<file path="src/rtl/blank_pkg.sv">
package blank_pkg;
  typedef enum logic [1:0] {
    ALIGN_ZERO = 2'd0,
    ALIGN_PRD  = 2'd1,
    ALIGN_BOTH = 2'd2,
    ALIGN_NONE = 2'd3
  } align_e;

  typedef enum logic [1:0] {
    ST_IDLE  = 2'd0,
    ST_DELAY = 2'd1,
    ST_OPEN  = 2'd2
  } win_st_e;
endpackage

</file>
<file path="src/rtl/blank_align_sel.sv">
module blank_align_sel
  import blank_pkg::*;
(
  input  logic   clk_i,
  input  logic   rst_ni,
  input  align_e sel_i,
  input  logic   zero_i,
  input  logic   prd_i,
  output logic   align_o
);
  always_comb begin
    unique case (sel_i)
      ALIGN_ZERO: align_o = zero_i;
      ALIGN_PRD:  align_o = prd_i;
      ALIGN_BOTH: align_o = zero_i | prd_i;
      default:    align_o = 1'b0;
    endcase
  end

  AST_ALIGN_NEEDS_PULSE: assert property (@(posedge clk_i) disable iff (!rst_ni)
    (!zero_i && !prd_i) |-> !align_o);
endmodule

</file>
<file path="src/rtl/blank_window_fsm.sv">
module blank_window_fsm
  import blank_pkg::*;
#(
  parameter int CNT_W = 8
) (
  input  logic             clk_i,
  input  logic             rst_ni,
  input  logic             align_i,
  input  logic [CNT_W-1:0] offset_i,
  input  logic [CNT_W-1:0] length_i,
  output logic             win_o
);
  win_st_e          st_q;
  logic [CNT_W-1:0] cnt_q;
  logic [CNT_W-1:0] len_q;

  always_ff @(posedge clk_i or negedge rst_ni) begin
    if (!rst_ni) begin
      st_q  <= ST_IDLE;
      cnt_q <= '0;
      len_q <= '0;
    end else if (align_i) begin
      // restart from every accepted pulse, values sampled here
      len_q <= length_i;
      if (length_i == '0) begin
        st_q  <= ST_IDLE;
        cnt_q <= '0;
      end else if (offset_i == '0) begin
        st_q  <= ST_OPEN;
        cnt_q <= length_i - 1'b1;
      end else begin
        st_q  <= ST_DELAY;
        cnt_q <= offset_i - 1'b1;
      end
    end else begin
      unique case (st_q)
        ST_DELAY: begin
          if (cnt_q == '0) begin
            st_q  <= ST_OPEN;
            cnt_q <= len_q - 1'b1;
          end else begin
            cnt_q <= cnt_q - 1'b1;
          end
        end
        ST_OPEN: begin
          if (cnt_q == '0) st_q <= ST_IDLE;
          else             cnt_q <= cnt_q - 1'b1;
        end
        default: ;
      endcase
    end
  end

  assign win_o = (st_q == ST_OPEN);

  AST_ZERO_LEN: assert property (@(posedge clk_i) disable iff (!rst_ni)
    (align_i && length_i == '0) |=> !win_o);
  AST_NO_OFFSET_OPEN: assert property (@(posedge clk_i) disable iff (!rst_ni)
    (align_i && length_i != '0 && offset_i == '0) |=> win_o);
  AST_OFFSET_WAIT: assert property (@(posedge clk_i) disable iff (!rst_ni)
    (align_i && offset_i != '0) |=> !win_o);
  AST_IDLE_HOLD: assert property (@(posedge clk_i) disable iff (!rst_ni)
    (st_q == ST_IDLE && !align_i) |=> st_q == ST_IDLE);
  AST_LEN_LATCH: assert property (@(posedge clk_i) disable iff (!rst_ni)
    (st_q == ST_DELAY && cnt_q == '0 && !align_i) |=> (win_o && cnt_q == $past(len_q) - 1'b1));
endmodule

</file>
<file path="src/rtl/blank_evt_mux.sv">
module blank_evt_mux #(
  parameter int N_EVT = 4,
  parameter int SEL_W = 2
) (
  input  logic [N_EVT-1:0] evt_i,
  input  logic [SEL_W-1:0] sel_i,
  input  logic             blank_en_i,
  input  logic             win_i,
  output logic             evt_o
);
  logic [N_EVT-1:0] hit;
  logic             sel_evt;

  for (genvar g = 0; g < N_EVT; g++) begin : g_hit
    assign hit[g] = evt_i[g] & (sel_i == SEL_W'(g));
  end

  assign sel_evt = |hit;
  assign evt_o   = sel_evt & ~(blank_en_i & win_i);
endmodule

</file>
<file path="src/rtl/blank_window_filter.sv">
module blank_window_filter
  import blank_pkg::*;
#(
  parameter int N_EVT = 4,
  parameter int CNT_W = 8,
  parameter int SEL_W = $clog2(N_EVT)
) (
  input  logic             clk_i,
  input  logic             rst_ni,
  input  logic [N_EVT-1:0] evt_i,
  input  logic [SEL_W-1:0] evt_sel_i,
  input  logic             zero_pulse_i,
  input  logic             prd_pulse_i,
  input  logic [1:0]       align_sel_i,
  input  logic             blank_en_i,
  input  logic [CNT_W-1:0] offset_i,
  input  logic [CNT_W-1:0] length_i,
  output logic             evt_o
);
  logic align;
  logic win;

  blank_align_sel u_align (
    .clk_i  (clk_i),
    .rst_ni (rst_ni),
    .sel_i  (align_e'(align_sel_i)),
    .zero_i (zero_pulse_i),
    .prd_i  (prd_pulse_i),
    .align_o(align)
  );

  blank_window_fsm #(.CNT_W(CNT_W)) u_fsm (
    .clk_i   (clk_i),
    .rst_ni  (rst_ni),
    .align_i (align),
    .offset_i(offset_i),
    .length_i(length_i),
    .win_o   (win)
  );

  blank_evt_mux #(.N_EVT(N_EVT), .SEL_W(SEL_W)) u_mux (
    .evt_i     (evt_i),
    .sel_i     (evt_sel_i),
    .blank_en_i(blank_en_i),
    .win_i     (win),
    .evt_o     (evt_o)
  );

  AST_MASKED: assert property (@(posedge clk_i) disable iff (!rst_ni)
    (blank_en_i && win) |-> !evt_o);
  AST_BYPASS: assert property (@(posedge clk_i) disable iff (!rst_ni)
    !blank_en_i |-> (evt_o == evt_i[evt_sel_i]));
endmodule

</file>
<file path="config.mk">
export PLATFORM = sky130hd
export DESIGN_NAME = blank_window_filter
export DESIGN_NICKNAME = d
export VERILOG_FILES = /design/src/rtl/blank_pkg.sv /design/src/rtl/blank_align_sel.sv /design/src/rtl/blank_window_fsm.sv /design/src/rtl/blank_evt_mux.sv /design/src/rtl/blank_window_filter.sv
export SDC_FILE = /design/constraint.sdc
export NUM_CORES = 1
export LEC_CHECK = 0
export ABC_CLOCK_PERIOD_IN_PS = 2400
export BUFFER_PORTS_ARGS = -buffer_cell sky130_fd_sc_hd__buf_2
export CAP_MARGIN = 10
export CORE_AREA = 3 3 64 66
export CTS_CLUSTER_DIAMETER = 80
export DETAILED_ROUTE_END_ITERATION = 10
export DIE_AREA = 0 0 67 69
export GPL_TIMING_DRIVEN = 0
export PLACE_DENSITY = 0.69
export SETUP_SLACK_MARGIN = 0.02
export SYNTH_ARGS = -nofsm -noshare
export SYNTH_HDL_FRONTEND = slang
export SYNTH_SLANG_ARGS = --single-unit
</file>
<file path="constraint.sdc">
create_clock -name clk_i -period 2.4 [get_ports clk_i]
set_clock_uncertainty 0.15 [all_clocks]
set_input_delay 0.24 -clock clk_i [delete_from_list [all_inputs] [get_ports clk_i]]
set_output_delay 0.24 -clock clk_i [all_outputs]
set_load 0.005 [all_outputs]
</file>
# After elaboration in Yosys (flattened, before gate mapping)
# Index checks and enable logic that the tools add are counted.
[totals]
reg_bits = 18
input_bits = 29
out_inout_bits = 1
wordCells = 47
[classes]
add_sub_neg = 4
eq_ne = 10
mux = 13
bitwise = 8
n_reduce_logical = 9
[op_table]
columns = ["operator", "n"]
rows = [
  ["$mux W8", 5],
  ["$sub A8 B1 Y8 const B", 4],
  ["$logic_not A8 Y1", 3],
  ["$pmux W8 S2", 1],
  ["$mux W2", 5],
  ["$eq A2 B2 Y1 const B", 4],
  ["$and A1 B1 Y1", 6],
  ["$eq A2 B1 Y1 const B", 3],
  ["$ne A3 B3 Y1 const B", 2],
  ["$logic_not A2 Y1", 2],
  ["$pmux W2 S2", 1],
  ["$reduce_or A4 Y1", 1],
  ["$ne A3 B2 Y1 const B", 1],
  ["$pmux W1 S3", 1],
  ["$reduce_and A3 Y1", 1],
  ["$reduce_bool A3 Y1", 1],
  ["$reduce_and A2 Y1", 1],
  ["$not A1 Y1", 1],
  ["$or A1 B1 Y1", 1],
]

# Longest topological paths before layout
# Gate-level depths: netlist of the first run.
[logic_depth]
ltp_word = 4
depth_mapped = 10
depth_no_buf = 9

# By module
# Synthesis of the first run repeated with hierarchy kept, for this count alone.
[hier_totals]
hier_cells = 167
area_unflattened_um2 = 1546.5
[modules_own_cells]
columns = ["mod", "instances", "cells_per_inst", "area_per_inst_um2"]
rows = [
  ["blank_window_fsm", 1, 162, 1495.2],
  ["blank_evt_mux", 1, 2, 30.0],
  ["blank_align_sel", 1, 3, 21.3],
]

# Worst setup path after synthesis of the first run
# OpenSTA, ideal clock, no wires.
[synth_path]
path_kind = "input port to flip-flop"
from = "in offset_i[3]"
to = "reg u_fsm.cnt_q[6]"
setup_ns = 0.126
t_arrival_ns = 2.370
required_time_ns = 2.124
path_slack_ns = -0.246
stages = 10
path_cell_list = "nor3_1 -> and3_1 -> clkbuf_1 -> a21oi_1 -> ha_1 -> or3b_2 -> or2_2 -> o311ai_0 -> a31oi_1 -> a221o_1"
[synth_between]
elab_chain_cells = 4
[synth_lines]
columns = ["item", "line", "text"]
rows = [
  ["start, declared", "blank_window_filter.sv:16", "input logic [CNT_W-1:0] offset_i,"],
  ["$sub A8 B1 Y8 / $logic_not A8 Y1 (equally long branches)", "blank_window_fsm.sv:33, blank_window_fsm.sv:28", ""],
  ["$mux W8 *", "blank_window_fsm.sv:28", "end else if (offset_i == '0) begin"],
  ["$mux W8 *", "blank_window_fsm.sv:25", "if (length_i == '0) begin"],
  ["$mux W8 *", "blank_window_fsm.sv:22", "end else if (align_i) begin"],
  ["end signal, assigned", "blank_window_fsm.sv:30", "cnt_q <= length_i - 1'b1;"],
  ["end signal, assigned", "blank_window_fsm.sv:33", "cnt_q <= offset_i - 1'b1;"],
  ["end signal, assigned", "blank_window_fsm.sv:40", "cnt_q <= len_q - 1'b1;"],
  ["end, declared", "blank_window_fsm.sv:14", "logic [CNT_W-1:0] cnt_q;"],
]
# Mark *: on every way between the ends. The rest lies on a longest branch, timed or not.
# A chain may end at the register's enable or synchronous reset.

# Worst setup path after layout of the first run
[layout_path]
from = "in offset_i[1]"
to = "reg u_fsm.cnt_q[4]"
# The elaborated chain is that of the path after synthesis.

==> results.toml, run 1 <==
[status]
outcome = "finished, final reports clean"

[placement]
dpl.cell_count = 252
portBuffers = 29
placed_area_um2 = 1730
dp_hpwl_um = 3050
place_ws_ns = -0.426
place.gp.congestion = 0.828

[sta]
maxSlewHeadroom = 0.380
tns_ns = 0
hold_viol_final = 0
rsz0062_at_grt = "no"
layout_min_cycle_time_ns = 2.30
setup_viol = 0
slew_violations = 0
worstMarginPinSlew_ns = 0.930
setup_slack_ns = 0.101
fmax_mhz = 435
fin_hold_ws_ns = 0.101
finalCritPeriodShare = 0.958

[logic_synthesis]
synthArstFlopShare = 1.00
synth_fp_nets = 208
synth_area_um2 = 1470
synth_seq_cells = 18
syn_inst = 175
synthDistinctLibCells = 53
ys_seq_area_frac = 0.307
ys.flop_type = "dfrtp_1"
synth_top_area_frac = 0.307
synth_edf_count = 0
synth_area_leaders = "dfrtp_1, nand2_1, xor2_1"
yosys_warnings = 0
synth_top_cell_by_area = "dfrtp_1"
synth_area_per_cell_um2 = 8.39

[final_layout]
drive_gt1_frac = 0.271
fill_cells = 354
design_area_um2 = 1890
nets = 249
final_common_cell = "nand2_1"
area_growth_pct = 28.8
stdcell_count = 262
insertedDiodeCount = 0
final_cell_mix = "nand2_1, buf_2, dfrtp_1, buf_4, o21ai_0"
final_core_util = 0.521

[global_routing]
grt_max_degree = 19
antenna_found_initial = 0
grt_usage = 0.191
overflow = 0
grt_first_pass_wirelength_um = 6960
grt_pass1_vias = 1491

[worst_setup_path]
r2r_cells = 7
arrival_ns = 2.29
required_ns = 2.39
worstSetupPathType = "in2reg"
cp_max_fo = 6
end_kind = "register"
startpoint_type = "input pin"

[power]
p_per_area_nw_per_um2 = 645
power_mw = 1.22
peakVddDrop_mv = 0.248
power.leakage_nw = 0.818

[cts]
clockBufferDepth = 2
cts_root_buf = "clkbuf_8"
cts.sinks = 18
cts_tree = "yes"
clk_pin_slew_ns = 0.07
cts_buffers = 3
htree_levels = 1
clock_latency_ns = 0.25

[floorplan]
die_x_um = 67
design.die.area_um2 = 4620
die_h_um = 69
start_util = 0.404
core.rowCount = 22
ios = 30
coreArea_um2 = 3630

[drt]
finalWirelength_um = 4240
dr_total_vias = 1550
wl_per_cell_um = 16.2
highest_layer = "met4"
drt-met1-wl_um = 1880
drt.antenna.violating_nets = 0
wl_met3_um = 199
drtIter0Drc = 74
drc = 0
met2_length_um = 2090
via_per_inst = 5.92
dr.pass1.iters = 4

[worst_hold_path]
hp-class = "in2reg"
hold-path-cell-count = 3

[flow_run]
drv_cap = 0
## timing repair
action	CTS	global route
pin swaps	5	4
hold buffers	1	0
gates resized for setup	13	2
setup buffers	6	1
hold endpoints to repair	18	0
endpoints found under the setup margin	6	8
## where the power goes
part	switching (mW)	internal, mW
combinational	0.271	0.246
sequential	0.108	0.380
clock	0.104	0.112
## worst max-delay path: stages
cell and delay [ns]:
buf_4 0.12, nor3_4 0.06, and3_4 0.21, a21oi_4 0.18, ha_4 0.16, or3b_4 0.38, buf_4 0.15, o21bai_1 0.15
a32oi_1 0.27, a21oi_2 0.11, a221o_1 0.26
## cell families (layout without fill, tap and decap cells)
| logic type | Yosys count | in the layout | share of synthesized area |
|---|---|---|---|
| DFF | 18 | 18 | 0.307 |
| AOI/OAI and AO/OA | 53 | 53 | 0.265 |
| adders and majority gates | 4 | 4 | 0.0341 |
| muxes | 5 | 5 | 0.0434 |
| xor gates and xnor gates | 9 | 9 | 0.0537 |
| and+or+nand+nor | 77 | 77 | 0.274 |
| buffers and inverters | 9 | 48 | 0.0230 |
## area by class of cell
cell class                      instances  area, um^2  area share
Multi-Input combinational cell        148        1080       0.573
Tap cell                               48        60.1      0.0317
Buffer                                  2        7.51     0.00397
Sequential cell                        18         450       0.238
Clock buffer                            3        41.3      0.0218
Timing Repair Buffer                   37         225       0.119
Inverter                                6        22.5      0.0119
## synthesized netlist by cell type, drive strengths merged, types with 2 or more instances
master,instances
o221ai,2
nand3b,2
or3,4
xor2,8
o31ai,3
a31oi,2
and3,2
a211o,2
nor3,8
nor2,11
mux2i,3
a211oi,2
o21ai,12
nor4,4
nand2,26
or4,3
o22ai,2
clkbuf,3
inv,6
a21oi,5
a21boi,3
ha,4
o21a,3
a221o,3
nor4b,2
nor2b,3
nand3,5
dfrtp,18
o21bai,2
o211ai,2
## state kept, by name, indices dropped and copies added (netlist names)
register / cells
u_fsm.cnt_q: 8
u_fsm.len_q: 8
u_fsm.st_q: 2
## per-layer routing
layer,vias up,GRT usage
met2,62,0.318
met5,-,0
met3,8,0.0163
met4,0,0.0901
li1,749,-
met1,731,0.244
## path summary, 6_finish.rpt
| check | from | to | slack [ns] |
|---|---|---|---|
| min in group asynchronous | rst_ni | u_fsm.len_q[4] | 0.31 |
| hold / removal | length_i[3] | u_fsm.len_q[3] | 0.10 |
| max in group asynchronous | rst_ni | u_fsm.cnt_q[6] | 1.48 |
| hold reg to reg | u_fsm.len_q[7] | u_fsm.len_q[7] | 0.35 |
| setup reg to reg | u_fsm.cnt_q[0] | u_fsm.cnt_q[2] | 0.13 |
| setup / recovery | offset_i[1] | u_fsm.cnt_q[4] | 0.10 |
No activity file was read; power rests on OpenSTA's default activity.
==> inputs of run 2 (changes only) <==
--- a/config.mk
+++ b/config.mk
@@ -6,14 +6,14 @@
 export NUM_CORES = 1
 export LEC_CHECK = 0
 export ABC_CLOCK_PERIOD_IN_PS = 2400
-export BUFFER_PORTS_ARGS = -buffer_cell sky130_fd_sc_hd__buf_2
 export CAP_MARGIN = 10
 export CORE_AREA = 3 3 64 66
 export CTS_CLUSTER_DIAMETER = 80
 export DETAILED_ROUTE_END_ITERATION = 10
 export DIE_AREA = 0 0 67 69
+export DONT_BUFFER_PORTS = 1
 export GPL_TIMING_DRIVEN = 0
-export PLACE_DENSITY = 0.69
+export PLACE_DENSITY = 0.61
 export SETUP_SLACK_MARGIN = 0.02
 export SYNTH_ARGS = -nofsm -noshare
 export SYNTH_HDL_FRONTEND = slang
==> run 2 against run 1 <==
Against the previous run:
- utilization is 2.8 points lower
- non-clock buffer count is 24 lower
- register-to-register slack better by 0.02 ns
- count of clock-buffer cells in the layout stayed put
- clock power hardly changed
- setup slack better by 0.013 ns
- critical path depth is 1 lower
==> results.toml, run 2 (synthesis results as in run 1) <==
[final_layout]
nets = 225
insertedDiodeCount = 0
area_growth_pct = 22.0
final_common_cell = "nand2_1"
final_core_util = 0.493
drive_gt1_frac = 0.132
largest_registers = "u_fsm.cnt_q (8), u_fsm.len_q (8), u_fsm.st_q (2)"
final_cell_mix = "nand2_1, dfrtp_1, o21ai_0, nor2_1, dlygate4sd3_1"

[cts]
clockBufferDepth = 2
clk_pin_slew_ns = 0.07
cts_root_buf = "clkbuf_8"
clock_latency_ns = 0.25
cts_buffers = 3
cts.sinks = 18
htree_levels = 1
cts_tree = "yes"

[placement]
portBuffers = 0
dp_hpwl_um = 2990
place_ws_ns = -0.267
place.gp.congestion = 0.890

[drt]
drt.antenna.violating_nets = 0
finalWirelength_um = 4120
drc = 0
dr.pass1.iters = 4
wl_per_cell_um = 17.3
via_per_inst = 6.06
dr_total_vias = 1442
drtIter0Drc = 36

[worst_setup_path]
worstSetupPathType = "in2reg"
startpoint_type = "input pin"
arrival_ns = 2.28
cp_max_fo = 6
required_ns = 2.39
end_kind = "register"

[power]
p_switching_mw = 0.463
power_mw = 1.19
peakVddDrop_mv = 0.340
p_int_mw = 0.726
power_frac_seq = 0.418
power.leakage_nw = 0.720
swShare = 0.389
pwr-share-comb = 0.401
pwr-share-clk = 0.181
p_per_area_nw_per_um2 = 663

[global_routing]
grt_first_pass_wirelength_um = 6550
grt_usage = 0.181
antenna_found_initial = 0
grt_max_degree = 19
grt_pass1_vias = 1447
overflow = 0

[sta]
hold_viol_final = 0
setup_viol = 0
setup_slack_ns = 0.114
fmax_mhz = 438
maxSlewHeadroom = 0.386
layout_min_cycle_time_ns = 2.29
finalCritPeriodShare = 0.952
worstMarginPinSlew_ns = 0.920
slew_violations = 0
fin_hold_ws_ns = 0.105
tns_ns = 0

[floorplan]
die_h_um = 69
core.rowCount = 22
start_util = 0.404
coreArea_um2 = 3630
ios = 30
design.die.area_um2 = 4620
die_x_um = 67

[worst_hold_path]
hp-class = "in2reg"

[flow_run]
drv_cap = 0

[status]
outcome = "finished, final reports clean"
==> run 2: changes by cell type in the layout (fill, tap and decap cells not counted), sizes merged <==
cell / previous run / this run
buf: 36 / 3
dlygate4sd3: 1 / 9
clkbuf: 5 / 6
==> run 2: critical path, cell delays in order <==
cell and delay, ns:
nor3_2 0.05, and3_4 0.15, clkbuf_8 0.15, a21oi_4 0.16
ha_4 0.17, or3b_4 0.39, or2_4 0.27, o311ai_2 0.27
a31oi_1 0.15, a221o_1 0.28
==> run 2: per-layer routing <==
metal  global-route usage  share of wire  vias up
li1                     -              -      701
met1                0.235           0.44      681
met2                0.296           0.48       49
met3               0.0179          0.056       11
met4               0.0856          0.027        0
met5                    0              0        -
==> run 2: final timing paths <==
check                                from              to  slack [ns]  depth (start not counted)
setup / recovery              offset_i[3]  u_fsm.cnt_q[6]        0.11                         10
hold / removal                length_i[7]   u_fsm.st_q[0]        0.10                          2
setup reg to reg           u_fsm.cnt_q[0]  u_fsm.cnt_q[2]        0.15                          7
hold reg to reg            u_fsm.len_q[7]  u_fsm.len_q[7]        0.36                          2
max in group asynchronous          rst_ni  u_fsm.len_q[2]        1.16                          1
min in group asynchronous          rst_ni  u_fsm.len_q[4]        0.40                          1
==> run 2: final cells by class <==
type,count,area (um^2)
inverter,6,22.5
fill,354,1840
sequential,18,450
clock buffer,3,41.3
tap,48,60.1
buffer,3,21.3
timing repair buffer,12,113
multi-input combinational,148,1080
==> run 2: repair_timing <==
item                       4_1_cts  5_1_grt
hold endpoints to repair        26        0
resized for setup                1        6
pin swaps                        1        2
hold buffers                     9        0
buffers inserted                 3        0
setup endpoints to repair        5        8
==> run 2: power by group through the flow <==
stage | logic, mW | clock network (mW) | registers [mW]
after floorplan | 0.357 | 0 | 0.462
after global placement | 0.424 | 0 | 0.485
after detailed placement | 0.431 | 0 | 0.490
after CTS | 0.462 | 0.220 | 0.484
after global routing | 0.533 | 0.236 | 0.507
final | 0.477 | 0.215 | 0.497
==> run 2: metrics by stage <==
| stage | instances | instance area (um^2) |
|---|---|---|
| 2_1_floorplan | 175 | 1520 |
| 3_3_place_gp | 223 | 1580 |
| 3_5_place_dp | 223 | 1580 |
| 4_1_cts | 238 | 1740 |
| 5_1_grt | 238 | 1790 |
| 6_report | 238 | 1790 |
